## src/rtl/lcd_page_sequencer.sv

```systemverilog
module lcd_page_sequencer #(
  parameter int CLK_HZ = 50_000_000,
  parameter int NCOL   = 84,
  parameter int NPAGE  = 6
) (
  input  logic                    clk,
  input  logic                    rst_n,
  input  logic                    refresh_req,
  input  logic                    contrast_req,
  input  logic [7:0]              contrast_val,
  output logic                    rd_en,
  output logic [$clog2(NCOL)-1:0] rd_col,
  output logic [2:0]              rd_page,
  input  logic [7:0]              rd_data,
  output logic                    lcd_cs_n,
  output logic                    lcd_dc,
  output logic                    lcd_sclk,
  output logic                    lcd_mosi,
  output logic                    lcd_rst_n,
  output logic                    busy,
  output logic                    done
);
  localparam int HALF    = CLK_HZ / 5_000_000 + 1;
  localparam int RST_CYC = CLK_HZ / 1000 * 18;
  localparam int W100    = CLK_HZ / 10;
  localparam int W200    = CLK_HZ / 5;
  localparam int WW      = $clog2(W200 + 1);
  localparam int PHW     = $clog2(HALF) + 1;
  localparam int CW      = $clog2(NCOL);

  typedef enum logic [2:0] {S_RST, S_NEXT, S_WAIT, S_FETCH, S_LOAD, S_TX, S_IDLE} st_t;
  localparam logic [1:0] OP_INIT = 2'd0, OP_CTR = 2'd1, OP_FRM = 2'd2;
  localparam logic [1:0] K_CMD = 2'd0, K_WAIT = 2'd1, K_DATA = 2'd2, K_END = 2'd3;

  st_t            st;
  logic [1:0]     op, kind;
  logic [3:0]     idx;
  logic [7:0]     ibyte, sh, ctr_val, ctr_cur;
  logic [WW-1:0]  wcnt, wlim;
  logic [PHW-1:0] ph;
  logic [2:0]     bitc, page;
  logic [CW-1:0]  col;
  logic           sclk, shifting, pend_ref, pend_ctr, byte_end;

  always_comb begin
    kind  = K_CMD;
    ibyte = 8'h00;
    unique case (op)
      OP_INIT: unique case (idx)
        4'd0:  ibyte = 8'h21;
        4'd1:  ibyte = 8'h06;
        4'd2:  ibyte = 8'h13;
        4'd3:  ibyte = 8'hC0;
        4'd4:  ibyte = 8'h20;
        4'd5:  ibyte = 8'h0C;
        4'd7:  ibyte = 8'h20;
        4'd8:  ibyte = 8'h0D;
        4'd10: ibyte = 8'h20;
        4'd11: ibyte = 8'h0C;
        4'd6, 4'd9, 4'd12: kind = K_WAIT;
        default: kind = K_END;
      endcase
      OP_CTR: unique case (idx)
        4'd0:    ibyte = 8'h21;
        4'd1:    ibyte = 8'h80 | {1'b0, ctr_cur[7:1]};
        default: kind = K_END;
      endcase
      default: unique case (idx)
        4'd0:    ibyte = 8'h20;
        4'd1:    ibyte = 8'h80;
        4'd2:    ibyte = 8'h40 | {5'b0, page};
        default: kind = K_DATA;
      endcase
    endcase
  end

  assign wlim      = (idx == 4'd9) ? WW'(W200 - 1) : WW'(W100 - 1);
  assign byte_end  = shifting && sclk && ph == PHW'(HALF - 1) && bitc == 3'd7;
  assign lcd_sclk  = sclk;
  assign lcd_mosi  = sh[7];
  assign busy      = st != S_IDLE;
  assign rd_en     = st == S_FETCH;
  assign rd_col    = col;
  assign rd_page   = page;

  always_ff @(posedge clk or negedge rst_n) begin
    if (!rst_n) begin
      st <= S_RST; op <= OP_INIT; idx <= '0; wcnt <= '0; ph <= '0; bitc <= '0;
      sh <= '0; sclk <= 1'b0; shifting <= 1'b0; page <= '0; col <= '0;
      ctr_val <= '0; ctr_cur <= '0; pend_ref <= 1'b0; pend_ctr <= 1'b0;
      lcd_cs_n <= 1'b1; lcd_dc <= 1'b0; lcd_rst_n <= 1'b0; done <= 1'b0;
    end else begin
      done <= 1'b0;
      if (shifting) begin
        if (ph == PHW'(HALF - 1)) begin
          ph <= '0;
          if (!sclk) sclk <= 1'b1;
          else begin
            sclk <= 1'b0;
            if (bitc == 3'd7) shifting <= 1'b0;
            else begin bitc <= bitc + 3'd1; sh <= {sh[6:0], 1'b0}; end
          end
        end else ph <= ph + PHW'(1);
      end

      unique case (st)
        S_RST:
          if (wcnt == WW'(RST_CYC)) begin
            wcnt <= '0; lcd_rst_n <= 1'b1; lcd_cs_n <= 1'b0; idx <= '0; st <= S_NEXT;
          end else wcnt <= wcnt + WW'(1);
        S_NEXT: begin
          lcd_cs_n <= 1'b0;
          unique case (kind)
            K_CMD: begin
              lcd_dc <= 1'b0; sh <= ibyte; bitc <= '0; ph <= '0;
              sclk <= 1'b0; shifting <= 1'b1; st <= S_TX;
            end
            K_WAIT: begin wcnt <= '0; st <= S_WAIT; end
            K_DATA: begin lcd_dc <= 1'b1; st <= S_FETCH; end
            default: begin lcd_cs_n <= 1'b1; lcd_dc <= 1'b0; done <= 1'b1; st <= S_IDLE; end
          endcase
        end
        S_WAIT:
          if (wcnt == wlim) begin idx <= idx + 4'd1; st <= S_NEXT; end
          else wcnt <= wcnt + WW'(1);
        S_FETCH: st <= S_LOAD;
        S_LOAD: begin
          sh <= rd_data; bitc <= '0; ph <= '0; sclk <= 1'b0; shifting <= 1'b1; st <= S_TX;
        end
        S_TX:
          if (byte_end) begin
            if (op == OP_FRM && idx == 4'd3) begin
              if (col == CW'(NCOL - 1)) begin
                col <= '0; lcd_cs_n <= 1'b1; lcd_dc <= 1'b0;
                if (page == 3'(NPAGE - 1)) begin done <= 1'b1; st <= S_IDLE; end
                else begin page <= page + 3'd1; idx <= '0; st <= S_NEXT; end
              end else begin col <= col + CW'(1); st <= S_FETCH; end
            end else begin idx <= idx + 4'd1; st <= S_NEXT; end
          end
        default:
          if (pend_ctr) begin
            pend_ctr <= 1'b0; op <= OP_CTR; ctr_cur <= ctr_val; idx <= '0; st <= S_NEXT;
          end else if (pend_ref) begin
            pend_ref <= 1'b0; op <= OP_FRM; page <= '0; col <= '0; idx <= '0; st <= S_NEXT;
          end
      endcase

      if (refresh_req) pend_ref <= 1'b1;
      if (contrast_req) begin pend_ctr <= 1'b1; ctr_val <= contrast_val; end
    end
  end
endmodule


```

## config.mk

```make
export PLATFORM = sky130hd
export DESIGN_NAME = lcd_page_sequencer
export DESIGN_NICKNAME = d
export VERILOG_FILES = /design/src/rtl/lcd_page_sequencer.sv
export SDC_FILE = /design/constraint.sdc
export NUM_CORES = 1
export LEC_CHECK = 0
export ABC_AREA = 1
export BUFFER_PORTS_ARGS = -buffer_cell sky130_fd_sc_hd__buf_2
export CORE_ASPECT_RATIO = 0.75
export CORE_UTILIZATION = 56
export DETAILED_ROUTE_END_ITERATION = 8
export GPL_ROUTABILITY_DRIVEN = 0
export PLACE_DENSITY = 0.78
export SLEW_MARGIN = 10
export SYNTH_ARGS = -nofsm -noshare
export SYNTH_HDL_FRONTEND = slang
export SYNTH_SLANG_ARGS = --single-unit
```

## constraint.sdc

```tcl
create_clock -name clk -period 2.1 [get_ports clk]
set_clock_uncertainty 0.1 [all_clocks]
set_input_delay 0.525 -clock clk [delete_from_list [all_inputs] [get_ports clk]]
set_output_delay 0.525 -clock clk [all_outputs]
set_load 0.02 [all_outputs]
```

==> Yosys cells after proc, flatten, opt, wreduce, memory -nomap -nowiden <==
Index checks and enable logic that the tools add are counted.
{ "totals": {"register_bits": 83, "word_cells": 202, "output_inout_bits": 18, "inputBits": 20} }
{ "op_classes": {"mux": 95, "n_eq_ne": 43, "n_addsub": 6, "n_reduce_logical": 36, "n_bitwise": 3} }
{ "op_table": {"columns": ["cell", "n"], "rows": [
  ["2-to-1 mux 24 bit", 4],
  ["one-hot mux 24 bit (3 select lines)", 1],
  ["2-to-1 mux 3 bit", 19],
  ["one-hot mux 8 bit (7 select lines)", 1],
  ["one-hot mux 8 bit (2 select lines)", 3],
  ["2-to-1 mux 8 bit", 5],
  ["2-to-1 mux 7 bit", 5],
  ["2-to-1 mux 4 bit", 8],
  ["2-to-1 mux 1 bit", 26],
  ["adder 24 x 1 -> 24 bit (second input constant)", 1],
  ["== test 24 x 20 -> 1 bit (second input constant)", 1],
  ["== test 24 bit", 1],
  ["one-hot mux 8 bit (3 select lines)", 1],
  ["== test 4 bit (second input constant)", 5],
  ["inequality test 2 bit (second input constant)", 9],
  ["one-hot mux 3 bit (6 select lines)", 1],
  ["== test 4 x 3 -> 1 bit (second input constant)", 4],
  ["one-hot mux 4 bit (4 select lines)", 1],
  ["2-to-1 mux 5 bit", 3],
  ["AND reduction 5 bit", 3],
  ["OR reduction 3 bit", 5],
  ["one-hot mux 7 bit (2 select lines)", 1],
  ["AND reduction 7 bit", 2],
  ["== test 3 bit (second input constant)", 4],
  ["other kinds (37)", 69]
]} }

==> Longest topological paths before layout <==
{ "depth": {"word_depth": 8, "ltp_mapped": 14, "ltp_nobuf": 13} }

==> Least setup slack after synthesis <==
Ideal clock, no wire load.
{ "synth_timing": {"path_kind": "reg2reg", "startpoint": "reg idx[0]", "endpoint": "reg st[2]", "path_stages_with_launch": 13, "period_less_slack_ps": 1971, "slack_ps": 129, "setup_ps": 121, "arrival_ps": 1750, "path_buffers": 0, "t_required_ps": 1879, "path_cell_list": "dfrtp_1 -> inv_1 -> ha_1 -> nand3_1 -> nand3_1 -> a21oi_2 -> nand2_1 -> ha_1 -> nand2_1 -> nand2_1 -> nand2_1 -> nor2_1 -> o21ai_1"} }
{ "synth_between": {"elab_chain_len": 7, "word_cells_on_any_way": 33, "classes_between": "eq/ne (16); mux (9); reduce/logical (8)"} }
{ "synth_lines": {"columns": ["item", "line", "source"], "rows": [
  ["start: declaration", "37", "logic [3:0] idx;"],
  ["start signal: assignment", "88", "st <= S_RST; op <= OP_INIT; idx <= '0; wcnt <= '0; ph <= '0; bitc <= '0;"],
  ["start signal: assignment", "109", "wcnt <= '0; lcd_rst_n <= 1'b1; lcd_cs_n <= 1'b0; idx <= '0; st <= S_NEXT;"],
  ["start signal: assignment", "124", "if (wcnt == wlim) begin idx <= idx + 4'd1; st <= S_NEXT; end"],
  ["== test 4 x 2 -> 1 bit, or another cell as far along", "49, 132", null],
  ["OR reduction 10 bit (no source line), or another cell as far along", null, null],
  ["one-hot mux 2 bit (2 select lines), or another cell as far along", "49", "OP_INIT: unique case (idx)"],
  ["one-hot mux 2 bit (2 select lines)", "48", "unique case (op)"],
  ["== test 2 bit, or another cell as far along", "113", "unique case (kind)"],
  ["one-hot mux 3 bit (3 select lines)", "113", null],
  ["one-hot mux 3 bit (6 select lines)", "106", "unique case (st)"],
  ["end signal: assignment", "109", null],
  ["end signal: assignment", "116", "sclk <= 1'b0; shifting <= 1'b1; st <= S_TX;"],
  ["end signal: assignment", "118", "K_WAIT: begin wcnt <= '0; st <= S_WAIT; end"],
  ["end: declaration", "35", "st_t st;"]
]} }
Several ways; a longest one is shown, not always the timed one. The select of a mux whose other input is x is not followed.
A chain may end at the register's enable or synchronous reset.

==> Final worst setup path <==
{ "layout_timing": {"startpoint": "reg st[1]", "endpoint": "out busy"} }
{ "layout_between": {"elab_chain_len": 1} }
{ "layout_lines": {"columns": ["item", "line", "source"], "rows": [
  ["start signal: assignment", "88", null],
  ["start signal: assignment", "109", null],
  ["start signal: assignment", "116", null],
  ["inequality test 3 bit", "81", "assign busy = st != S_IDLE;"],
  ["end: declaration", "20", "output logic busy,"]
]} }
No other way between the ends.

==> impl_results.rst <==
.. list-table::
   :header-rows: 1

   * - Metric
     - Value
   * - Cell count after synthesis
     - 820
   * - Number of standard cells in the final layout excluding fillers
     - 1021
   * - Tot GR Track Use
     - 28.65%
   * - Hold Crit Start
     - contrast_val[1]
   * - Sink Count
     - 81
   * - TritonRoute pass-1 iters
     - 6
   * - Clock Root Buffer
     - sky130_fd_sc_hd__clkbuf_16
   * - Number of flops mapped to enable cells by yosys
     - 0
   * - Minimum setup slack after placement
     - 0.01397 ns
   * - Routed wire length
     - 14750 um
   * - Hold path cells
     - 3
   * - CP max stage delay
     - 0.42 ns
   * - Start of the worst register-to-register path
     - ph[0]
   * - R2R cell count
     - 13
   * - Gr ovfl total
     - 0
   * - Hold violation total from the final report
     - 0
   * - Area of all placed cells without fillers
     - 6618 um2
   * - Number of antenna repair diodes
     - 0
   * - # DRC
     - 0
   * - Maximum number of pins on one net before global-route repair
     - 60
   * - Critical-path cell with the highest stage delay
     - sky130_fd_sc_hd__dfrtp_1
   * - Data required time of the critical path
     - 1.47 ns
   * - Number of unique standard cell types used by synthesis
     - 47
   * - Overall die height
     - 88.81 um
   * - Max Fanout on Critical Path
     - 6
   * - Cells along the critical path
     - buf_4 > nand2_1 > inv_1 > nand2_1 > buf_2
   * - IO Port Bufs
     - 36
   * - Dominant delay contributor by cell family on the critical path
     - buffers and inverters
   * - Row Count
     - 31
   * - TritonCTS buffer count
     - 9
   * - Dpl hpwl
     - 10630 um
   * - Net count after synthesis
     - 853
   * - Synth-to-Final Area Change
     - 17.61%
   * - Max_slew headroom
     - 66.22%
   * - Fraction of layout cells with a size suffix above 1
     - 18.79%
   * - H-tree depth
     - 3
   * - Number of maximum-capacitance violations
     - 0
   * - Vias in the first global route
     - 4955
   * - Worst skew pair latency
     - 0.34 ns
   * - Final Power
     - 3.279 mW
   * - Fraction of synthesis flops using an asynchronous set or reset pin
     - 100.0%
   * - Critical Path Start Type
     - flop
   * - R2R Path End
     - rd_col[0]
   * - Power density relative to cell area
     - 495.4 nW/um2
   * - Clock tree from TritonCTS
     - yes
   * - Most instantiated flip-flop cell in the synthesis netlist
     - sky130_fd_sc_hd__dfrtp_1
   * - Reg-to-reg slack, setup
     - 0.11 ns
   * - Max Root-Sink Buffers
     - 2
   * - Clock slew seen by the registers of the worst setup and hold paths
     - 0.06 ns
   * - WL/cell
     - 14.45 um
   * - Syn Area/Cell
     - 6.862 um2
   * - Final worst path period need
     - 2.006 ns
   * - Mapped cell area
     - 5627 um2
   * - Sequential cell area fraction in the yosys report
     - 36.05%
   * - Most area-consuming cells after synthesis
     - sky130_fd_sc_hd__dfrtp_1 (36%), sky130_fd_sc_hd__nand2_1 (18%), sky130_fd_sc_hd__nand3_1 (8.7%), sky130_fd_sc_hd__nor2_1 (5.7%), sky130_fd_sc_hd__inv_1 (5.2%)
   * - Min-Delay Endpoint
     - ctr_val[1]
   * - Core Box Area
     - 9697 um2
   * - Status
     - finished, final reports clean
   * - Initial Util
     - 58.03%
   * - Post-synthesis sequential element count
     - 81
   * - Net count of the finished layout
     - 917
   * - Kind of critical path
     - flop to primary output
   * - Sort of element at the end of the critical path
     - primary output
   * - Worst-Margin Slew
     - 0.5048 ns
   * - Final worst setup slack
     - 0.09403 ns
   * - Yosys warning total
     - 0
   * - Wire length of the first global-routing pass
     - 23630 um
   * - Classification of the worst-slack hold path
     - input port to flop
   * - Worst Path Buf+Inv
     - 3
   * - Leakage power of the design
     - 3.321 nW
   * - Fin. max-slew vios
     - 0
   * - Count of vias placed by the detailed router
     - 5632
   * - Number of top-level pins
     - 38
   * - # setup viols final
     - 0
   * - Unrepaired setup endpoints after global routing
     - true
   * - Cell taking the most area after synthesis
     - sky130_fd_sc_hd__dfrtp_1
   * - Worst EP arrival
     - 1.38 ns
   * - Floorplan die width
     - 117.7 um
   * - Antenna Violating Nets Remaining
     - 0
   * - DRC marker count from the first detailed-route iteration
     - 421
   * - Post-route fraction of the period consumed by the critical path
     - 95.52%
   * - Post-Route Hold Slack
     - 0.2847 ns
   * - Number of vias per cell after detailed routing
     - 5.516
   * - Area post-placement
     - 6102 um2
   * - Setup tns final
     - 0 ns
   * - End-of-flow core utilization
     - 68.25%
   * - Initial antenna violation count
     - 0
   * - DP Cell Count
     - 1000
   * - Highest clock frequency the design can meet
     - 498.5 MHz
   * - Proportion of netlist area held by the largest area contributor
     - 35.58%
   * - VDD IR-drop max
     - 451.3 uV
   * - Area of the die
     - 10460 um2
   * - Most prevalent standard cell on the critical path
     - sky130_fd_sc_hd__nand2_1
repair_timing:
item                       CTS  global route
pin swaps                    0            14
hold buffers                 1             0
gates cloned                 0             0
buffers inserted             0             4
setup endpoints to repair    2            57
gates resized for setup      3            44
hold endpoints to repair    21             0
layout by cell type (no fill, tap or decap), types with 4 or more instances in the layout:
cell type | netlist | final
sky130_fd_sc_hd__ha_1 | 13 | 8
sky130_fd_sc_hd__dfrtp_2 | 0 | 4
sky130_fd_sc_hd__inv_4 | 2 | 4
sky130_fd_sc_hd__nand2_2 | 4 | 10
sky130_fd_sc_hd__nor2_4 | 6 | 8
sky130_fd_sc_hd__xor2_1 | 15 | 15
sky130_fd_sc_hd__inv_1 | 78 | 71
sky130_fd_sc_hd__inv_2 | 7 | 12
sky130_fd_sc_hd__o21ai_1 | 12 | 11
sky130_fd_sc_hd__nand3_2 | 3 | 8
sky130_fd_sc_hd__o21bai_1 | 5 | 5
sky130_fd_sc_hd__nor2_2 | 5 | 6
sky130_fd_sc_hd__nand2_4 | 4 | 4
sky130_fd_sc_hd__clkbuf_16 | 0 | 9
sky130_fd_sc_hd__nand2_1 | 269 | 263
sky130_fd_sc_hd__nand3_4 | 2 | 4
sky130_fd_sc_hd__a21oi_1 | 24 | 24
sky130_fd_sc_hd__nand3_1 | 98 | 91
sky130_fd_sc_hd__buf_4 | 1 | 34
sky130_fd_sc_hd__ha_4 | 0 | 5
sky130_fd_sc_hd__nor2_1 | 86 | 83
sky130_fd_sc_hd__buf_2 | 8 | 35
sky130_fd_sc_hd__or2_2 | 5 | 5
sky130_fd_sc_hd__dfrtp_1 | 80 | 76
sky130_fd_sc_hd__nand4_1 | 9 | 9
sky130_fd_sc_hd__o21ai_0 | 42 | 41
cell type report:
type                       instances  area [um2]
inverter                          89       344.1
timing repair buffer              72       480.5
clock buffer                      10       239.0
sequential                        81        2033
fill                             827        3079
multi-input combinational        631        3289
tap                              132       165.2
clock inverter                     6       66.31
power by group:
group	internal, mW	switching (mW)	total, mW
registers	1.57	0.00324	1.58
clock network	0.956	0.676	1.63
logic	0.0232	0.0480	0.0713
total	2.55	0.728	3.28
flip-flops by register name, summed over array words and instances, names as in the netlist, 2 cells and up:
signal   cells
ctr_val      7
rd_col       7
idx          4
sh           8
st           3
bitc         3
op           2
rd_page      3
ctr_cur      7
ph           5
wcnt        24
worst reg2reg max path, cell delays in order, from the launching register on:
cell and delay, ns:
sky130_fd_sc_hd__dfrtp_1 0.40, sky130_fd_sc_hd__inv_2 0.09, sky130_fd_sc_hd__ha_4 0.13, sky130_fd_sc_hd__nand2_2 0.05, sky130_fd_sc_hd__inv_2 0.06, sky130_fd_sc_hd__nand3b_1 0.11, sky130_fd_sc_hd__nor2_1 0.16, sky130_fd_sc_hd__buf_4 0.16
sky130_fd_sc_hd__nor2_4 0.06, sky130_fd_sc_hd__nor2_4 0.14, sky130_fd_sc_hd__nand2_4 0.10, sky130_fd_sc_hd__inv_2 0.11, sky130_fd_sc_hd__o21ai_0 0.10, sky130_fd_sc_hd__o21a_1 0.11
kinds of logic (layout without fill, tap and decap cells):
group	after synthesis	in the layout	share of synthesized area, %
adders and majority gates	13	13	2.891
and+or+nand+nor	503	503	40.27
xor gates and xnor gates	18	18	2.802
AOI/OAI and AO/OA	97	97	9.651
DFF	81	81	36.05
buffers and inverters	108	177	8.339
worst max path at each step:
stage                     slack (ns)  endpoint  depth (start not counted)   start
final                           0.09      busy                          5   st[1]
after global routing           -0.03     st[2]                         13  idx[0]
after floorplan                 0.13     st[2]                         12  idx[0]
after CTS                      0.004     st[2]                         12  idx[0]
after global placement          0.05     st[2]                         13  idx[1]
after detailed placement        0.01     st[2]                         13  idx[0]
cells in the mapped netlist (4+ instances only):
cell                       instances
sky130_fd_sc_hd__a21oi_1          24
sky130_fd_sc_hd__buf_2             8
sky130_fd_sc_hd__clkbuf_1          5
sky130_fd_sc_hd__dfrtp_1          80
sky130_fd_sc_hd__ha_1             13
sky130_fd_sc_hd__inv_1            78
sky130_fd_sc_hd__inv_2             7
sky130_fd_sc_hd__nand2_1         269
sky130_fd_sc_hd__nand2_2           4
sky130_fd_sc_hd__nand2_4           4
sky130_fd_sc_hd__nand3_1          98
sky130_fd_sc_hd__nand4_1           9
sky130_fd_sc_hd__nor2_1           86
sky130_fd_sc_hd__nor2_2            5
sky130_fd_sc_hd__nor2_4            6
sky130_fd_sc_hd__o21ai_0          42
sky130_fd_sc_hd__o21ai_1          12
sky130_fd_sc_hd__o21bai_1          5
sky130_fd_sc_hd__or2_2             5
sky130_fd_sc_hd__xor2_1           15
routing by layer:
metal,wire length (um),vias up,global-route usage [%],share of wire [%]
li1,-,2763,-,-
met1,6773,2620,39.82,46
met2,6488,229,44.76,44
met3,1304,20,7.410,8.8
met4,186,0,7.343,1.3
met5,0,-,0,0
Power figures use the tool's default switching activity.
